**src/rtl/i2cf_pkg.sv**
```systemverilog
package i2cf_pkg;

  localparam int REG_AW = 3;

  typedef enum logic [REG_AW-1:0] {
    ADDR_DATA  = 3'd0,
    ADDR_TXTHR = 3'd1,
    ADDR_RXTHR = 3'd2,
    ADDR_TXLVL = 3'd3,
    ADDR_RXLVL = 3'd4,
    ADDR_PARAM = 3'd5,
    ADDR_FLAGS = 3'd6
  } regAddr_e;

  // strobes from control to datapath, all qualified (never push full / pop empty)
  typedef struct packed {
    logic txWrite;
    logic txPop;
    logic rxPush;
    logic rxPop;
    logic flush;
  } fifoStrobes_t;

endpackage

```
**src/rtl/i2cf_fifo.sv**
```systemverilog
module i2cf_fifo #(
  parameter int WIDTH = 8,
  parameter int DEPTH = 8
) (
  input  logic                       clk,
  input  logic                       rstN,
  input  logic                       flush,
  input  logic                       push,
  input  logic                       pop,
  input  logic [WIDTH-1:0]           wrData,
  output logic [WIDTH-1:0]           headData,
  output logic [$clog2(DEPTH+1)-1:0] level
);
  localparam int PW = (DEPTH > 1) ? $clog2(DEPTH) : 1;
  localparam int LW = $clog2(DEPTH+1);
  localparam logic [PW-1:0] LAST = PW'(DEPTH-1);

  logic [WIDTH-1:0] store [DEPTH];
  logic [PW-1:0]    wrPtr, rdPtr;
  logic [LW-1:0]    count;

  function automatic logic [PW-1:0] nextPtr(input logic [PW-1:0] p);
    return (p == LAST) ? '0 : p + 1'b1;
  endfunction

  always_ff @(posedge clk or negedge rstN) begin
    if (!rstN) begin
      wrPtr <= '0;
      rdPtr <= '0;
      count <= '0;
    end else if (flush) begin
      wrPtr <= '0;
      rdPtr <= '0;
      count <= '0;
    end else begin
      if (push) wrPtr <= nextPtr(wrPtr);
      if (pop)  rdPtr <= nextPtr(rdPtr);
      case ({push, pop})
        2'b10:   count <= count + 1'b1;
        2'b01:   count <= count - 1'b1;
        default: count <= count;
      endcase
    end
  end

  always_ff @(posedge clk) begin
    if (push && !flush) store[wrPtr] <= wrData;
  end

  assign headData = store[rdPtr];
  assign level    = count;

endmodule

```
**src/rtl/i2cf_datapath.sv**
```systemverilog
module i2cf_datapath
  import i2cf_pkg::*;
#(
  parameter int TX_DEPTH = 8,
  parameter int RX_DEPTH = 8
) (
  input  logic                          clk,
  input  logic                          rstN,
  input  fifoStrobes_t                  strobes,
  input  logic [8:0]                    cmdWord,
  input  logic [7:0]                    rxByte,
  output logic [8:0]                    txHead,
  output logic [7:0]                    rxHead,
  output logic [$clog2(TX_DEPTH+1)-1:0] txLevel,
  output logic [$clog2(RX_DEPTH+1)-1:0] rxLevel
);
  logic [8:0] txEntry;

  // a read request carries no payload: drop the low byte
  assign txEntry = cmdWord[8] ? 9'h100 : {1'b0, cmdWord[7:0]};

  i2cf_fifo #(.WIDTH(9), .DEPTH(TX_DEPTH)) txQueue (
    .clk      (clk),
    .rstN     (rstN),
    .flush    (strobes.flush),
    .push     (strobes.txWrite),
    .pop      (strobes.txPop),
    .wrData   (txEntry),
    .headData (txHead),
    .level    (txLevel)
  );

  i2cf_fifo #(.WIDTH(8), .DEPTH(RX_DEPTH)) rxQueue (
    .clk      (clk),
    .rstN     (rstN),
    .flush    (strobes.flush),
    .push     (strobes.rxPush),
    .pop      (strobes.rxPop),
    .wrData   (rxByte),
    .headData (rxHead),
    .level    (rxLevel)
  );

endmodule

```
**src/rtl/i2cf_ctrl.sv**
```systemverilog
module i2cf_ctrl
  import i2cf_pkg::*;
#(
  parameter int TX_DEPTH = 8,
  parameter int RX_DEPTH = 8
) (
  input  logic                          clk,
  input  logic                          rstN,
  input  logic                          regWrEn,
  input  logic                          regRdEn,
  input  logic [REG_AW-1:0]             regAddr,
  input  logic [7:0]                    wrLow,
  output logic [31:0]                   regRdData,
  input  logic                          engCmdPop,
  input  logic                          engRxPush,
  input  logic                          xferAbort,
  input  logic [$clog2(TX_DEPTH+1)-1:0] txLevel,
  input  logic [$clog2(RX_DEPTH+1)-1:0] rxLevel,
  input  logic [7:0]                    rxHead,
  output fifoStrobes_t                  strobes,
  output logic                          txEmptyReq,
  output logic                          rxFullReq,
  output logic                          txOverFlag,
  output logic                          rxOverFlag,
  output logic                          rxUnderFlag
);
  localparam int TLW = $clog2(TX_DEPTH+1);
  localparam int RLW = $clog2(RX_DEPTH+1);
  localparam logic [7:0] TX_MAX = 8'(TX_DEPTH-1);
  localparam logic [7:0] RX_MAX = 8'(RX_DEPTH-1);
  localparam logic [31:0] PARAM_WORD = {8'h00, TX_MAX, RX_MAX, 8'h00};

  logic [7:0] txThr, rxThr;
  logic dataWr, dataRd, flagWr, txFull, rxFull, rxEmpty;
  logic setTxOver, setRxOver, setRxUnder;

  assign dataWr  = regWrEn && (regAddr == ADDR_DATA);
  assign dataRd  = regRdEn && (regAddr == ADDR_DATA);
  assign flagWr  = regWrEn && (regAddr == ADDR_FLAGS);
  assign txFull  = (txLevel == TLW'(TX_DEPTH));
  assign rxFull  = (rxLevel == RLW'(RX_DEPTH));
  assign rxEmpty = (rxLevel == '0);

  // queue strobes: abort overrides every other queue operation
  always_comb begin
    strobes.flush   = xferAbort;
    strobes.txWrite = dataWr && !txFull && !xferAbort;
    strobes.txPop   = engCmdPop && (txLevel != '0) && !xferAbort;
    strobes.rxPush  = engRxPush && !rxFull && !xferAbort;
    strobes.rxPop   = dataRd && !rxEmpty && !xferAbort;
  end

  assign setTxOver  = dataWr && txFull;
  assign setRxOver  = engRxPush && rxFull;
  assign setRxUnder = dataRd && rxEmpty;

  function automatic logic [7:0] clampThr(input logic [7:0] v, input logic [7:0] lim);
    return (v > lim) ? lim : v;
  endfunction

  always_ff @(posedge clk or negedge rstN) begin
    if (!rstN) begin
      txThr <= '0;
      rxThr <= '0;
    end else if (regWrEn) begin
      if (regAddr == ADDR_TXTHR) txThr <= clampThr(wrLow, TX_MAX);
      if (regAddr == ADDR_RXTHR) rxThr <= clampThr(wrLow, RX_MAX);
    end
  end

  // sticky flags, set beats clear
  always_ff @(posedge clk or negedge rstN) begin
    if (!rstN) begin
      txOverFlag  <= 1'b0;
      rxOverFlag  <= 1'b0;
      rxUnderFlag <= 1'b0;
    end else begin
      txOverFlag  <= setTxOver  | (txOverFlag  & ~(flagWr & wrLow[2]));
      rxOverFlag  <= setRxOver  | (rxOverFlag  & ~(flagWr & wrLow[1]));
      rxUnderFlag <= setRxUnder | (rxUnderFlag & ~(flagWr & wrLow[0]));
    end
  end

  assign txEmptyReq = ({{(16-TLW){1'b0}}, txLevel} <= {8'h00, txThr});
  assign rxFullReq  = ({{(16-RLW){1'b0}}, rxLevel} >  {8'h00, rxThr});

  always_comb begin
    regRdData = '0;
    if (regRdEn) begin
      case (regAddr)
        ADDR_DATA:  regRdData = rxEmpty ? 32'h0 : {24'h0, rxHead};
        ADDR_TXTHR: regRdData = {24'h0, txThr};
        ADDR_RXTHR: regRdData = {24'h0, rxThr};
        ADDR_TXLVL: regRdData = 32'(txLevel);
        ADDR_RXLVL: regRdData = 32'(rxLevel);
        ADDR_PARAM: regRdData = PARAM_WORD;
        ADDR_FLAGS: regRdData = {29'h0, txOverFlag, rxOverFlag, rxUnderFlag};
        default:    regRdData = '0;
      endcase
    end
  end

endmodule

```
**src/rtl/i2cf_front.sv**
```systemverilog
module i2cf_front
  import i2cf_pkg::*;
#(
  parameter int TX_DEPTH = 8,
  parameter int RX_DEPTH = 8
) (
  input  logic        clk,
  input  logic        rstN,
  input  logic        regWrEn,
  input  logic        regRdEn,
  input  logic [2:0]  regAddr,
  input  logic [8:0]  regWrData,
  output logic [31:0] regRdData,
  output logic        engCmdValid,
  output logic [8:0]  engCmdData,
  input  logic        engCmdPop,
  input  logic        engRxPush,
  input  logic [7:0]  engRxData,
  input  logic        xferAbort,
  output logic        txEmptyReq,
  output logic        rxFullReq,
  output logic        txOverFlag,
  output logic        rxOverFlag,
  output logic        rxUnderFlag
);
  localparam int TLW = $clog2(TX_DEPTH+1);
  localparam int RLW = $clog2(RX_DEPTH+1);

  fifoStrobes_t   strobes;
  logic [TLW-1:0] txLevel;
  logic [RLW-1:0] rxLevel;
  logic [7:0]     rxHead;

  i2cf_ctrl #(.TX_DEPTH(TX_DEPTH), .RX_DEPTH(RX_DEPTH)) ctrl (
    .clk         (clk),
    .rstN        (rstN),
    .regWrEn     (regWrEn),
    .regRdEn     (regRdEn),
    .regAddr     (regAddr),
    .wrLow       (regWrData[7:0]),
    .regRdData   (regRdData),
    .engCmdPop   (engCmdPop),
    .engRxPush   (engRxPush),
    .xferAbort   (xferAbort),
    .txLevel     (txLevel),
    .rxLevel     (rxLevel),
    .rxHead      (rxHead),
    .strobes     (strobes),
    .txEmptyReq  (txEmptyReq),
    .rxFullReq   (rxFullReq),
    .txOverFlag  (txOverFlag),
    .rxOverFlag  (rxOverFlag),
    .rxUnderFlag (rxUnderFlag)
  );

  i2cf_datapath #(.TX_DEPTH(TX_DEPTH), .RX_DEPTH(RX_DEPTH)) dpath (
    .clk     (clk),
    .rstN    (rstN),
    .strobes (strobes),
    .cmdWord (regWrData),
    .rxByte  (engRxData),
    .txHead  (engCmdData),
    .rxHead  (rxHead),
    .txLevel (txLevel),
    .rxLevel (rxLevel)
  );

  assign engCmdValid = (txLevel != '0);

endmodule

```
**config.mk**
```make
export PLATFORM = sky130hd
export DESIGN_NAME = i2cf_front
export DESIGN_NICKNAME = d
export VERILOG_FILES = /design/src/rtl/i2cf_pkg.sv /design/src/rtl/i2cf_fifo.sv /design/src/rtl/i2cf_datapath.sv /design/src/rtl/i2cf_ctrl.sv /design/src/rtl/i2cf_front.sv
export SDC_FILE = /design/constraint.sdc
export NUM_CORES = 1
export LEC_CHECK = 0
export ABC_AREA = 1
export CORE_MARGIN = 1.5
export CORE_UTILIZATION = 40
export CTS_CLUSTER_SIZE = 12
export DETAILED_ROUTE_END_ITERATION = 6
export GPL_TIMING_DRIVEN = 1
export HOLD_SLACK_MARGIN = 0.03
export PLACE_DENSITY = 0.67
export SYNTH_ARGS = -nofsm -noshare
export SYNTH_HDL_FRONTEND = slang
export SYNTH_HIERARCHICAL = 1
export SYNTH_SLANG_ARGS = --single-unit
```
**constraint.sdc**
```tcl
create_clock -name clk -period 4.26 [get_ports clk]
set_input_delay 0.639 -clock clk [delete_from_list [all_inputs] [get_ports clk]]
set_output_delay 0.639 -clock clk [all_outputs]
set_load 0.02 [all_outputs]
```
### Word level (Yosys, flattened, before mapping)

Memory sizes are Yosys's and may differ from the RTL's.
Index checks and enable logic that the tools add are counted.

| cells by class | value |
|---|---|
| add/subtract/negate cells | 8 |
| magnitude comparators | 3 |
| equal/unequal tests | 16 |
| multiplexer cells | 25 |
| bitwise gates (word level) | 12 |
| reduce and logical (&&, ||, !) cells | 31 |

Operators by type and width:

| operator | count |
|---|---|
| case mux 32 bit (7 select lines) | 1 |
| two-way mux 3 bit | 12 |
| two-way mux 32 bit | 1 |
| equality test 3 bit, second input constant | 7 |
| logical AND 1 bit | 16 |
| two-way mux 8 bit | 2 |
| case mux 4 bit (2 select lines) | 2 |
| adder 3 x 1 -> 3 bit, second input constant | 4 |
| two-way mux 9 bit | 1 |
| adder 4 x 1 -> 4 bit, second input constant | 2 |
| equality test 4 bit, second input constant | 2 |
| greater-than comparator 4 x 8 -> 1 bit | 1 |
| greater-than comparator 8 x 3 -> 1 bit, second input constant | 1 |
| less-or-equal comparator 4 x 8 -> 1 bit | 1 |
| two-way mux 4 bit | 2 |
| nonzero test 2 bit | 4 |
| subtractor 4 x 1 -> 4 bit, second input constant | 2 |
| AND 1 bit | 6 |
| equality test 3 x 2 -> 1 bit, second input constant | 2 |
| nonzero test 3 bit | 2 |
| equality test 2 x 1 -> 1 bit, second input constant | 2 |
| equality test 2 bit, second input constant | 2 |
| logical NOT 1 bit | 4 |
| logical NOT 4 bit | 1 |
| other kinds (7) | 15 |

| storage, ports and cells | value |
|---|---|
| bits in registers | 39 |
| memory bits (writable) | 136 |
| input port bits | 27 |
| memories | 2 |

Memory list:

| memory | depth | bits a word | read ports | clocked after Yosys merged registers in | wr ports | line | RTL |
|---|---|---|---|---|---|---|---|
| dpath.txQueue.store | 8 | 9 | 1 | 0 | 1 | i2cf_fifo.sv:18 | `logic [WIDTH-1:0] store [DEPTH];` |
| dpath.rxQueue.store | 8 | 8 | 1 | 0 | 1 | i2cf_fifo.sv:18 |  |

### Logic depth before layout (Yosys ltp)

Gate-level depths: netlist (run 1).

| logic depth | value |
|---|---|
| depth in word-level cells | 7 |
| mapped depth | 16 |

### By module

Netlist (run 1), hierarchy kept.

By module, submodules not included:

| module | instances | cells an instance | area an instance (um2) | sequential area each (um2) |
|---|---|---|---|---|
| i2cf_fifo at dpath.txQueue | 1 | 312 | 3462.1 | 2412.3 |
| i2cf_fifo at dpath.rxQueue | 1 | 289 | 3141.8 | 2172.1 |
| i2cf_ctrl | 1 | 227 | 1606.5 | 475.5 |
| i2cf_datapath | 1 | 17 | 71.3 | 0.0 |
| i2cf_front | 1 | 3 | 11.3 | 0.0 |

### Least setup slack after synthesis (run 1)

OpenSTA, ideal clock, no wires.

| timing path | value |
|---|---|
| kind | input-to-output |
| start | input port regAddr[2] |
| end | output port regRdData[10] |
| arrival | 2406 ps |
| data required time | 3621 ps |
| slack | 1215 ps |
| stages | 4 |
| path through | clkinv_1 -> clkbuf_1 -> nor4_1 -> buf_4 |

| between the ends | value |
|---|---|
| cells in the longest elaborated chain, start to end | 3 |
| elaborated cells on any way between the ends | 9 |
| classes of those cells | 6 x eq/ne; 2 x mux; 1 x reduce/logical |

RTL lines:

| item | line | RTL |
|---|---|---|
| start, declared | i2cf_front.sv:11 | `input logic [2:0] regAddr,` |
| equality test 3 bit, or another cell as far along | i2cf_ctrl.sv:90 | `case (regAddr)` |
| case mux 32 bit (7 select lines) (*) | i2cf_ctrl.sv:90 |  |
| two-way mux 32 bit (*) | i2cf_ctrl.sv:89 | `if (regRdEn) begin` |
| end, declared | i2cf_front.sv:13 | `output logic [31:0] regRdData,` |

Mark *: on every way between the ends. The rest lies on a longest branch, timed or not.

### Worst setup path after layout (run 1)

| timing path | value |
|---|---|
| start | register dpath.rxQueue.rdPtr[0] |
| end | output port regRdData[0] |

| between the ends | value |
|---|---|
| cells in the longest elaborated chain, start to end | 4 |

RTL lines:

| item | line | RTL |
|---|---|---|
| start, declared | i2cf_fifo.sv:19 | `logic [PW-1:0] wrPtr, rdPtr;` |
| start signal, assigned | i2cf_fifo.sv:37 | `if (pop) rdPtr <= nextPtr(rdPtr);` |
| memory (8 x 8 bit) | -- |  |
| via rxHead[0] | i2cf_front.sv:32 | `logic [7:0] rxHead;` |
| two-way mux 8 bit | i2cf_ctrl.sv:91 | `ADDR_DATA: regRdData = rxEmpty ? 32'h0 : {24'h0, rxHead};` |
| case mux 32 bit (7 select lines) | i2cf_ctrl.sv:90 |  |
| two-way mux 32 bit | i2cf_ctrl.sv:89 |  |

The timed path passes the listed nets, and every way through them passes these cells.

==> impl_metrics.json, run 1 <==
{
  "ctsResizeCount": 0,
  "min_path_type": "in -> async",
  "powerDensity_mw_per_mm2": 386,
  "num_vias": 5969,
  "cts_tree": "built",
  "final_cells": 1189,
  "grtUsageTotal_pct": 17.7,
  "dr.pass1.iters": 6,
  "setup_viol": 0,
  "crit_fanout": 34,
  "post-route-period-util_pct": 88.6,
  "status": "finished clean",
  "cts_buffers": 17,
  "grt-ovfl-total": 0,
  "clock-root-buffer": "clkbuf_16",
  "clock_path_buffers": 2,
  "cts.sinks": 175,
  "htree_levels": 4,
  "grt_pass1_vias": 5582,
  "numPortBuffers": 55,
  "power.total_w": 0.00373,
  "skew_ps": 12.9,
  "cp.required_ps": 3620,
  "maxSlewViolCount": 0,
  "maxSlewHeadroom_pct": 34.8,
  "startpoint_type": "flop",
  "crit_path_cell_trace": "inv_2, o21ai_0, o21ai_1, nand2_1, nand2_1, nand3_1, nor2_1, nor2_1, a21oi_1, clkdlybuf4s50_1",
  "cp_num_buf_inv": 2,
  "synth_cells": 848,
  "critPathKind": "reg -> out",
  "start_util_pct": 40.9,
  "drt_iter0_markers": 583,
  "ys_ff_latch": 175,
  "area_growth_pct": 16.6,
  "vdd_ir_drop_max_mv": 0.268,
  "wl_um": 18400,
  "finalNetCount": 953,
  "gp_congestion": 0.853,
  "rows": 52,
  "tightestPinTransition_ps": 979,
  "fp.dieW_um": 147,
  "netlist_area_mm2": 0.00829,
  "hold_slack_ps": 324,
  "fmax_mhz": 265,
  "syn_avg_cell_area_um2": 9.78,
  "ys.flop_type": "edfxtp_1",
  "seq_area_frac_synth_pct": 61.0,
  "grt_pass1_wl_um": 29400,
  "path_clk_slew_ps": 80,
  "grt_max_degree": 40,
  "ios": 74,
  "p_leak_nw": 3.93,
  "via_per_inst": 5.02,
  "rsz0062_at_grt": "no",
  "antenna_left": 0,
  "drc": 0,
  "hpwl_um": 12200,
  "async_flop_share_pct": 22.3,
  "max-cap-violations": 0,
  "clock_latency_ps": 440,
  "period_minus_slack_ps": 3770,
  "post_cts_buffers": 0,
  "cts_hold_buf": 0,
  "detail_route.wl_per_cell_um": 15.5,
  "slowest_stage": "clkdlybuf4s50_1",
  "cp.depth": 10,
  "crit_path_end_kind": "output port",
  "drive_above_1_share_pct": 7.07,
  "core_mm2": 0.0203,
  "place_inst": 1157,
  "antenna_found_initial": 0,
  "arrival_ps": 3140,
  "die_height_um": 147,
  "critPathMaxStageDelay_ps": 640,
  "die_area_mm2": 0.0216,
  "tns_ps": 0,
  "yosysWarnings": 6,
  "num_antenna_cells": 0,
  "critical-path-top-delay-family": "buffers and inverters",
  "rr_worst_depth": 14,
  "synth.distinct_cells": 32,
  "synth_edf_count": 136,
  "hold_viol": 0
}
## cell usage after synthesis (all sizes together), types with 5 or more instances
cell      n  area, um^2
a21oi     7        35.0
buf      52         360
dfrtp    39         976
edfxtp  136        4080
ha       20         250
inv      77         289
nand2   142         533
nand3    33         170
nand4    24         150
nor2    164         623
nor4      5        46.3
o21ai   125         626
## final timing paths
path,start,endpoint,slack (ps)
max in group asynchronous,rstN,dpath/txQueue/wrPtr[2],3330
hold / removal,rstN,ctrl/rxThr[4],320
hold reg to reg,ctrl/txThr[4],ctrl/txThr[4],520
min in group clk,ctrl/txThr[4],ctrl/txThr[4],520
setup / recovery,dpath/rxQueue/rdPtr[0],regRdData[0],490
setup reg to reg,dpath/rxQueue/level[3],dpath/rxQueue/level[3],1870
## cell type report
type | count | area (um^2)
Inverter | 80 | 300
Timing Repair Buffer | 78 | 718
Tap cell | 270 | 338
Clock inverter | 15 | 206
Multi-Input combinational cell | 554 | 2620
Clock buffer | 17 | 425
Fill cell | 1877 | 10600
Sequential cell | 175 | 5060
## cell usage in the layout, fill, tap and decap left out, drive strengths merged
| cell type | Yosys | final |
|---|---|---|
| nand3b | 2 | 2 |
| nor3 | 1 | 1 |
| conb | 1 | 18 |
| ha | 20 | 20 |
| nor3b | 1 | 1 |
| buf | 52 | 24 |
| a31oi | 4 | 4 |
| nand2 | 142 | 142 |
| edfxtp | 136 | 136 |
| o211a | 1 | 1 |
| dfrtp | 39 | 39 |
| nand4 | 24 | 24 |
| clkbuf | 4 | 17 |
| clkdlybuf4s50 | 0 | 54 |
| xnor2 | 2 | 2 |
| nor4 | 5 | 5 |
| or2 | 1 | 1 |
| o21ai | 125 | 125 |
| a21oi | 7 | 7 |
| inv | 77 | 83 |
| o31ai | 2 | 2 |
| clkinv | 3 | 12 |
| nor2 | 164 | 164 |
| o22ai | 2 | 2 |
| nand3 | 33 | 33 |
## layer usage
metal	part of all wire, %	vias to the layer above	track usage [%]
met4	1.6	0	5.25
met1	44	2804	23.5
met2	48	203	29.4
li1	-	2939	-
met3	6.1	23	3.85
met5	0	-	0
## report_power, final
group	switching, W	internal, W	leakage [nW]	total [W]
Combinational	0.000160	0.0000852	1.87	0.000245
Sequential	0.0000231	0.00187	1.75	0.00189
Clock	0.000787	0.000809	0.303	0.00160
## metrics by stage
stage / utilization [%] / worst slack [ps] / area, um^2
floorplan: - / 1220 / 8360
global placement: 44.5 / 755 / 9040
detailed placement: 44.5 / 691 / 9040
CTS: 47.6 / 447 / 9670
global route: 47.6 / 209 / 9670
finish: 47.6 / 485 / 9670
## cells by family after synthesis
family	after synthesis	share of synthesized area [%]
buffers and inverters	136	8.16
other	1	0.0452
adder cells (fa/ha/maj)	20	3.02
flip-flops	175	61.0
XOR/XNOR	2	0.211
AO/OA/AOI/OAI	141	8.72
AND/OR/NAND/NOR	373	18.8
## registers in the layout (all words and copies together), names as in the netlist, 3 cells and up
name,flops
ctrl/rxThr,8
ctrl/txThr,8
dpath/rxQueue/level,4
dpath/rxQueue/rdPtr,3
dpath/rxQueue/store,64
dpath/rxQueue/wrPtr,3
dpath/txQueue/level,4
dpath/txQueue/rdPtr,3
dpath/txQueue/store,72
dpath/txQueue/wrPtr,3
Note: power is estimated with default switching activity, not from simulation.
==> run 2: changes to the inputs <==
--- a/config.mk
+++ b/config.mk
@@ -7,4 +7,5 @@
 export LEC_CHECK = 0
 export ABC_AREA = 1
+export CAP_MARGIN = 10
 export CORE_MARGIN = 1.5
 export CORE_UTILIZATION = 40
==> constraint.sdc (replaced) <==
create_clock -name clk -period 4.26 [get_ports clk]
set_input_delay 0.426 -clock clk [delete_from_list [all_inputs] [get_ports clk]]
set_output_delay 0.426 -clock clk [all_outputs]
set_load 0.02 [all_outputs]
==> run 2 against run 1 <==
Against the previous run: final cell count down 1.2%; worst hold slack lost 210 ps; register-to-register slack worse by 240 ps; routed wire length shrank 0.93%; core utilization down 0.62 points; non-clock buffer count shrank 14; setup slack better by 240 ps; largest cell class unchanged; highest routed layer unchanged.
==> impl_metrics.json, run 2 (synthesis gave the netlist of run 1 again) <==
{
  "cts_hold_buf": 0,
  "multiInputGateArea_mm2": 0.00262,
  "dpl-instance-area_mm2": 0.00893,
  "num_antenna_cells": 0,
  "tns_ps": 0,
  "p_leak_nw": 3.85,
  "stdcell_area_mm2": 0.00954,
  "post_cts_buffers": 0,
  "max-cap-violations": 0,
  "grt_max_degree": 40,
  "ios": 74,
  "detail_route.wl_per_cell_um": 15.5,
  "die_height_um": 147,
  "setup_viol": 0,
  "htree_levels": 4,
  "period_minus_slack_ps": 3540,
  "top_register": "dpath/txQueue/store",
  "grt_pass1_wl_um": 29100,
  "drive_above_1_share_pct": 5.64,
  "critPathKind": "reg -> out",
  "arrival_ps": 3110,
  "grtUsageTotal_pct": 17.5,
  "drt_iter0_markers": 455,
  "maxSlewViolCount": 0,
  "hold_slack_ps": 116,
  "cts_buffers": 17,
  "seqCellArea_mm2": 0.00506,
  "critPathMaxStageDelay_ps": 650,
  "rows": 52,
  "vdd_ir_drop_max_mv": 0.293,
  "crit_path_end_kind": "output port",
  "maxSlewHeadroom_pct": 30.7,
  "crit_fanout": 34,
  "hold_viol": 0,
  "largestRegisters": "dpath/txQueue/store x72, dpath/rxQueue/store x64",
  "area_growth_pct": 15.1,
  "finalNetCount": 939,
  "slowest_stage": "clkdlybuf4s50_1",
  "clock_latency_ps": 430,
  "core_mm2": 0.0203,
  "wl_um": 18300,
  "ctsResizeCount": 0,
  "cp_num_buf_inv": 2,
  "status": "finished clean",
  "cts.sinks": 175,
  "start_util_pct": 40.9,
  "antenna_found_initial": 0,
  "path_clk_slew_ps": 80,
  "cts_tree": "built",
  "largest_register_ff_count": 72,
  "fmax_mhz": 283,
  "num_vias": 5873,
  "powerDensity_mw_per_mm2": 391,
  "rsz0062_at_grt": "no",
  "clock_path_buffers": 2,
  "tightestPinTransition_ps": 1040,
  "fillers": 1891,
  "post-route-period-util_pct": 83.1,
  "via_per_inst": 5.00,
  "fp.dieW_um": 147,
  "top_usage_layer": "met2",
  "crit_path_cell_trace": "inv_2, o21ai_0, o21ai_1, nand2_1, nand2_1, nand3_1, nor2_1, nor2_1, a21oi_1, clkdlybuf4s50_1",
  "gp_congestion": 0.836,
  "critical-path-top-delay-family": "buffers and inverters",
  "min_path_type": "in -> async",
  "drc": 0,
  "final_common_cell": "nor2_1",
  "grt_pass1_vias": 5509,
  "dr.pass1.iters": 5,
  "startpoint_type": "flop",
  "use_met1_pct": 24.0,
  "cp.required_ps": 3830,
  "power.total_w": 0.00373,
  "grt_use_met3_pct": 3.76,
  "antenna_left": 0,
  "numPortBuffers": 55,
  "clock-root-buffer": "clkbuf_16",
  "layout_common_cells": "nor2_1 (163), nand2_1 (142), edfxtp_1 (136)",
  "grtUsageMet2_pct": 28.6,
  "grt-ovfl-total": 0,
  "die_area_mm2": 0.0216,
  "hpwl_um": 12200,
  "skew_ps": 7.10
}
-- run 2: routing by layer --
layer / vias up / wire [um]
li1: 2911 / -
met1: 2745 / 8380
met2: 196 / 8710
met3: 21 / 963
met4: 0 / 204
met5: - / 0
-- run 2: worst reg2reg max path, stage by stage, from the launching register on --
cell and delay [ps]:
dfrtp_1 520, nor2_1 90, nand3b_1 130, nor3b_1 270
inv_1 140, nor2_1 240, nand2_1 170, nor2_1 680
-- run 2: layout make-up --
| class | instances | area share, % |
|---|---|---|
| sequential | 175 | 53.0 |
| multi-input combinational | 554 | 27.5 |
| timing repair buffer | 64 | 6.42 |
| clock buffer | 17 | 4.46 |
| tap | 270 | 3.54 |
| inverter | 80 | 3.15 |
| clock inverter | 15 | 1.95 |
-- run 2: power by group --
| part | leakage [nW] | switching (W) | total [W] | internal (W) |
|---|---|---|---|---|
| clock network | 0.297 | 0.000738 | 0.00159 | 0.000849 |
| registers | 1.75 | 0.0000217 | 0.00189 | 0.00187 |
| logic | 1.79 | 0.000164 | 0.000249 | 0.0000853 |
-- run 2: worst paths after layout --
check                                             from                   endpoint  slack [ps]  cells after the start
worst max-delay path            dpath/rxQueue/rdPtr[0]               regRdData[0]         720                     10
worst min-delay path                              rstN              ctrl/txThr[4]         120                      1
worst max register to register  dpath/txQueue/level[1]  dpath/txQueue/store[7][2]        1630                      7
worst min register to register           ctrl/txThr[4]              ctrl/txThr[4]         520                      2
max in group asynchronous                         rstN     dpath/rxQueue/level[1]        3560                      1
min in group clk                         ctrl/txThr[4]              ctrl/txThr[4]         520                      2
-- run 2: through the flow --
| stage | worst slack (ps) | utilization [%] | cells |
|---|---|---|---|
| 5_1_grt | 424 | 47.0 | 1175 |
| 6_report | 721 | 47.0 | 1175 |
| 2_1_floorplan | 1640 | - | 865 |
| 4_1_cts | 671 | 47.0 | 1175 |
| 3_3_place_gp | 685 | 44.0 | 1143 |
| 3_5_place_dp | 602 | 44.0 | 1143 |
==> run 3: changes to the inputs <==
Clock period 4.26 ns to 3.54 ns, I/O delays scaled along.
==> run 3 against run 2 <==
Against the previous run: sequential cell count did not move; final cell count rose by 1.9%; critical path type unchanged; worst hold slack got worse by 64 ps; combinational power rose by 23%; core utilization rose by 0.69 points; largest power group unchanged.
==> impl_metrics.json, run 3 (synthesis gave the netlist of run 1 again) <==
{
  "grt-ovfl-total": 0,
  "maxSlewHeadroom_pct": 39.0,
  "powerDensity_mw_per_mm2": 457,
  "dr.pass1.iters": 5,
  "critPathMaxStageDelay_ps": 640,
  "drt_iter0_markers": 540,
  "detail_route.wl_per_cell_um": 15.4,
  "largest_register_ff_count": 72,
  "crit_fanout": 33,
  "crit_path_end_kind": "output port",
  "cp_common_cell": "nor2_1",
  "clock_latency_ps": 430,
  "max-cap-violations": 0,
  "wl_um": 18500,
  "antenna_left": 0,
  "post-route-period-util_pct": 88.5,
  "setup_viol": 0,
  "maxSlewViolCount": 0,
  "post_cts_buffers": 0,
  "rsz0062_at_grt": "no",
  "cts_buffers": 17,
  "min_path_type": "in -> async",
  "die_area_mm2": 0.0216,
  "slowest_stage": "clkdlybuf4s50_1",
  "clock-root-buffer": "clkbuf_16",
  "cts_hold_buf": 0,
  "vdd_ir_drop_max_mv": 0.363,
  "via_per_inst": 5.03,
  "area_growth_pct": 16.8,
  "drive_above_1_share_pct": 7.77,
  "top_register": "dpath/txQueue/store",
  "cp_num_buf_inv": 2,
  "finalNetCount": 961,
  "num_antenna_cells": 0,
  "p_leak_nw": 3.96,
  "layout_common_cells": "nor2_1 (163), nand2_1 (142), edfxtp_1 (136)",
  "status": "finished clean",
  "start_util_pct": 40.9,
  "cts_tree": "built",
  "path_clk_slew_ps": 80,
  "grt_max_degree": 40,
  "antenna_found_initial": 0,
  "cp.required_ps": 3190,
  "gp_congestion": 0.885,
  "critical-path-top-delay-family": "buffers and inverters",
  "ios": 74,
  "dp_worst_setup_slack_ps": 622,
  "numPortBuffers": 55,
  "htree_levels": 4,
  "arrival_ps": 2780,
  "critPathKind": "reg -> out",
  "skew_ps": 11.7,
  "core_mm2": 0.0203,
  "tightestPinTransition_ps": 915,
  "die_height_um": 147,
  "tns_ps": 0,
  "startpoint_type": "flop",
  "fmax_mhz": 319,
  "grt_pass1_vias": 5620,
  "grt_pass1_wl_um": 29500,
  "cts.sinks": 175,
  "timing.final.ws_setup_ps": 409,
  "period_minus_slack_ps": 3130,
  "hold_viol": 0,
  "clock_path_buffers": 2,
  "final_common_cell": "nor2_1",
  "fp.dieW_um": 147,
  "grtUsageTotal_pct": 17.7,
  "rows": 52,
  "ctsResizeCount": 0,
  "drc": 0,
  "num_vias": 6019,
  "hpwl_um": 12400,
  "largestRegisters": "dpath/txQueue/store x72, dpath/rxQueue/store x64",
  "crit_path_cell_trace": "buf_4, nor2_1, nor2_1, o21ai_0, o21ai_1, nand2_1, nand2_1, nand3_1, nor2_1, nor2_1, a21oi_1, clkdlybuf4s50_1"
}
[run 3: stage by stage]
stage,util [%],hold slack [ps],instances,power [W],area (um^2)
after detailed placement,44.8,500,1165,0.00262,9100
after floorplan,-,58.4,865,0.00250,8360
final,47.7,52.6,1197,0.00442,9680
after global placement,44.8,491,1165,0.00262,9100
after global routing,47.7,109,1197,0.00457,9680
after CTS,47.7,73.4,1197,0.00445,9680
[run 3: metal layers]
metal	GRT usage [%]	vias up	part of all wire [%]
li1	-	2958	-
met1	24.3	2849	46
met2	28.3	194	47
met3	3.85	18	5.4
met4	5.25	0	1.2
met5	0	-	0
[run 3: report_power, final]
| group | internal [W] | total, W | switching (W) |
|---|---|---|---|
| clock network | 0.000953 | 0.00184 | 0.000888 |
| logic | 0.000106 | 0.000307 | 0.000200 |
| registers | 0.00225 | 0.00227 | 0.0000263 |
| total | 0.00331 | 0.00442 | 0.00111 |
[run 3: layout make-up]
class | count | area, um^2
Multi-Input combinational cell | 554 | 2620
Timing Repair Buffer | 86 | 778
Clock inverter | 15 | 161
Tap cell | 270 | 338
Fill cell | 1858 | 10600
Clock buffer | 17 | 425
Sequential cell | 175 | 5060
Inverter | 80 | 300
[run 3: path summary, 6_finish.rpt]
kind,from,endpoint,slack (ps),depth (start not counted)
worst min-delay path,rstN,ctrl/rxThr[7],50,1
worst max-delay path,dpath/rxQueue/rdPtr[0],regRdData[0],410,12
worst max register to register,dpath/rxQueue/level[3],dpath/rxQueue/level[3],1120,14
min in group clk,engRxPush,ctrl/rxOverFlag,510,3
max in group asynchronous,rstN,dpath/txQueue/rdPtr[0],2910,1
worst min register to register,dpath/txQueue/rdPtr[1],dpath/txQueue/rdPtr[1],520,2
[run 3: worst register-to-register path, stage by stage (launching register included)]
cell     delay [ps]
dfrtp_1         540
nor2_1           70
nand2_1         240
inv_1           110
nor4_1          230
buf_4           210
nand2_1         120
inv_1           100
ha_1            260
nand4_1         120
nand2_1          60
inv_1            60
nand3_1          70
nand3_1          80
nand2_1          50
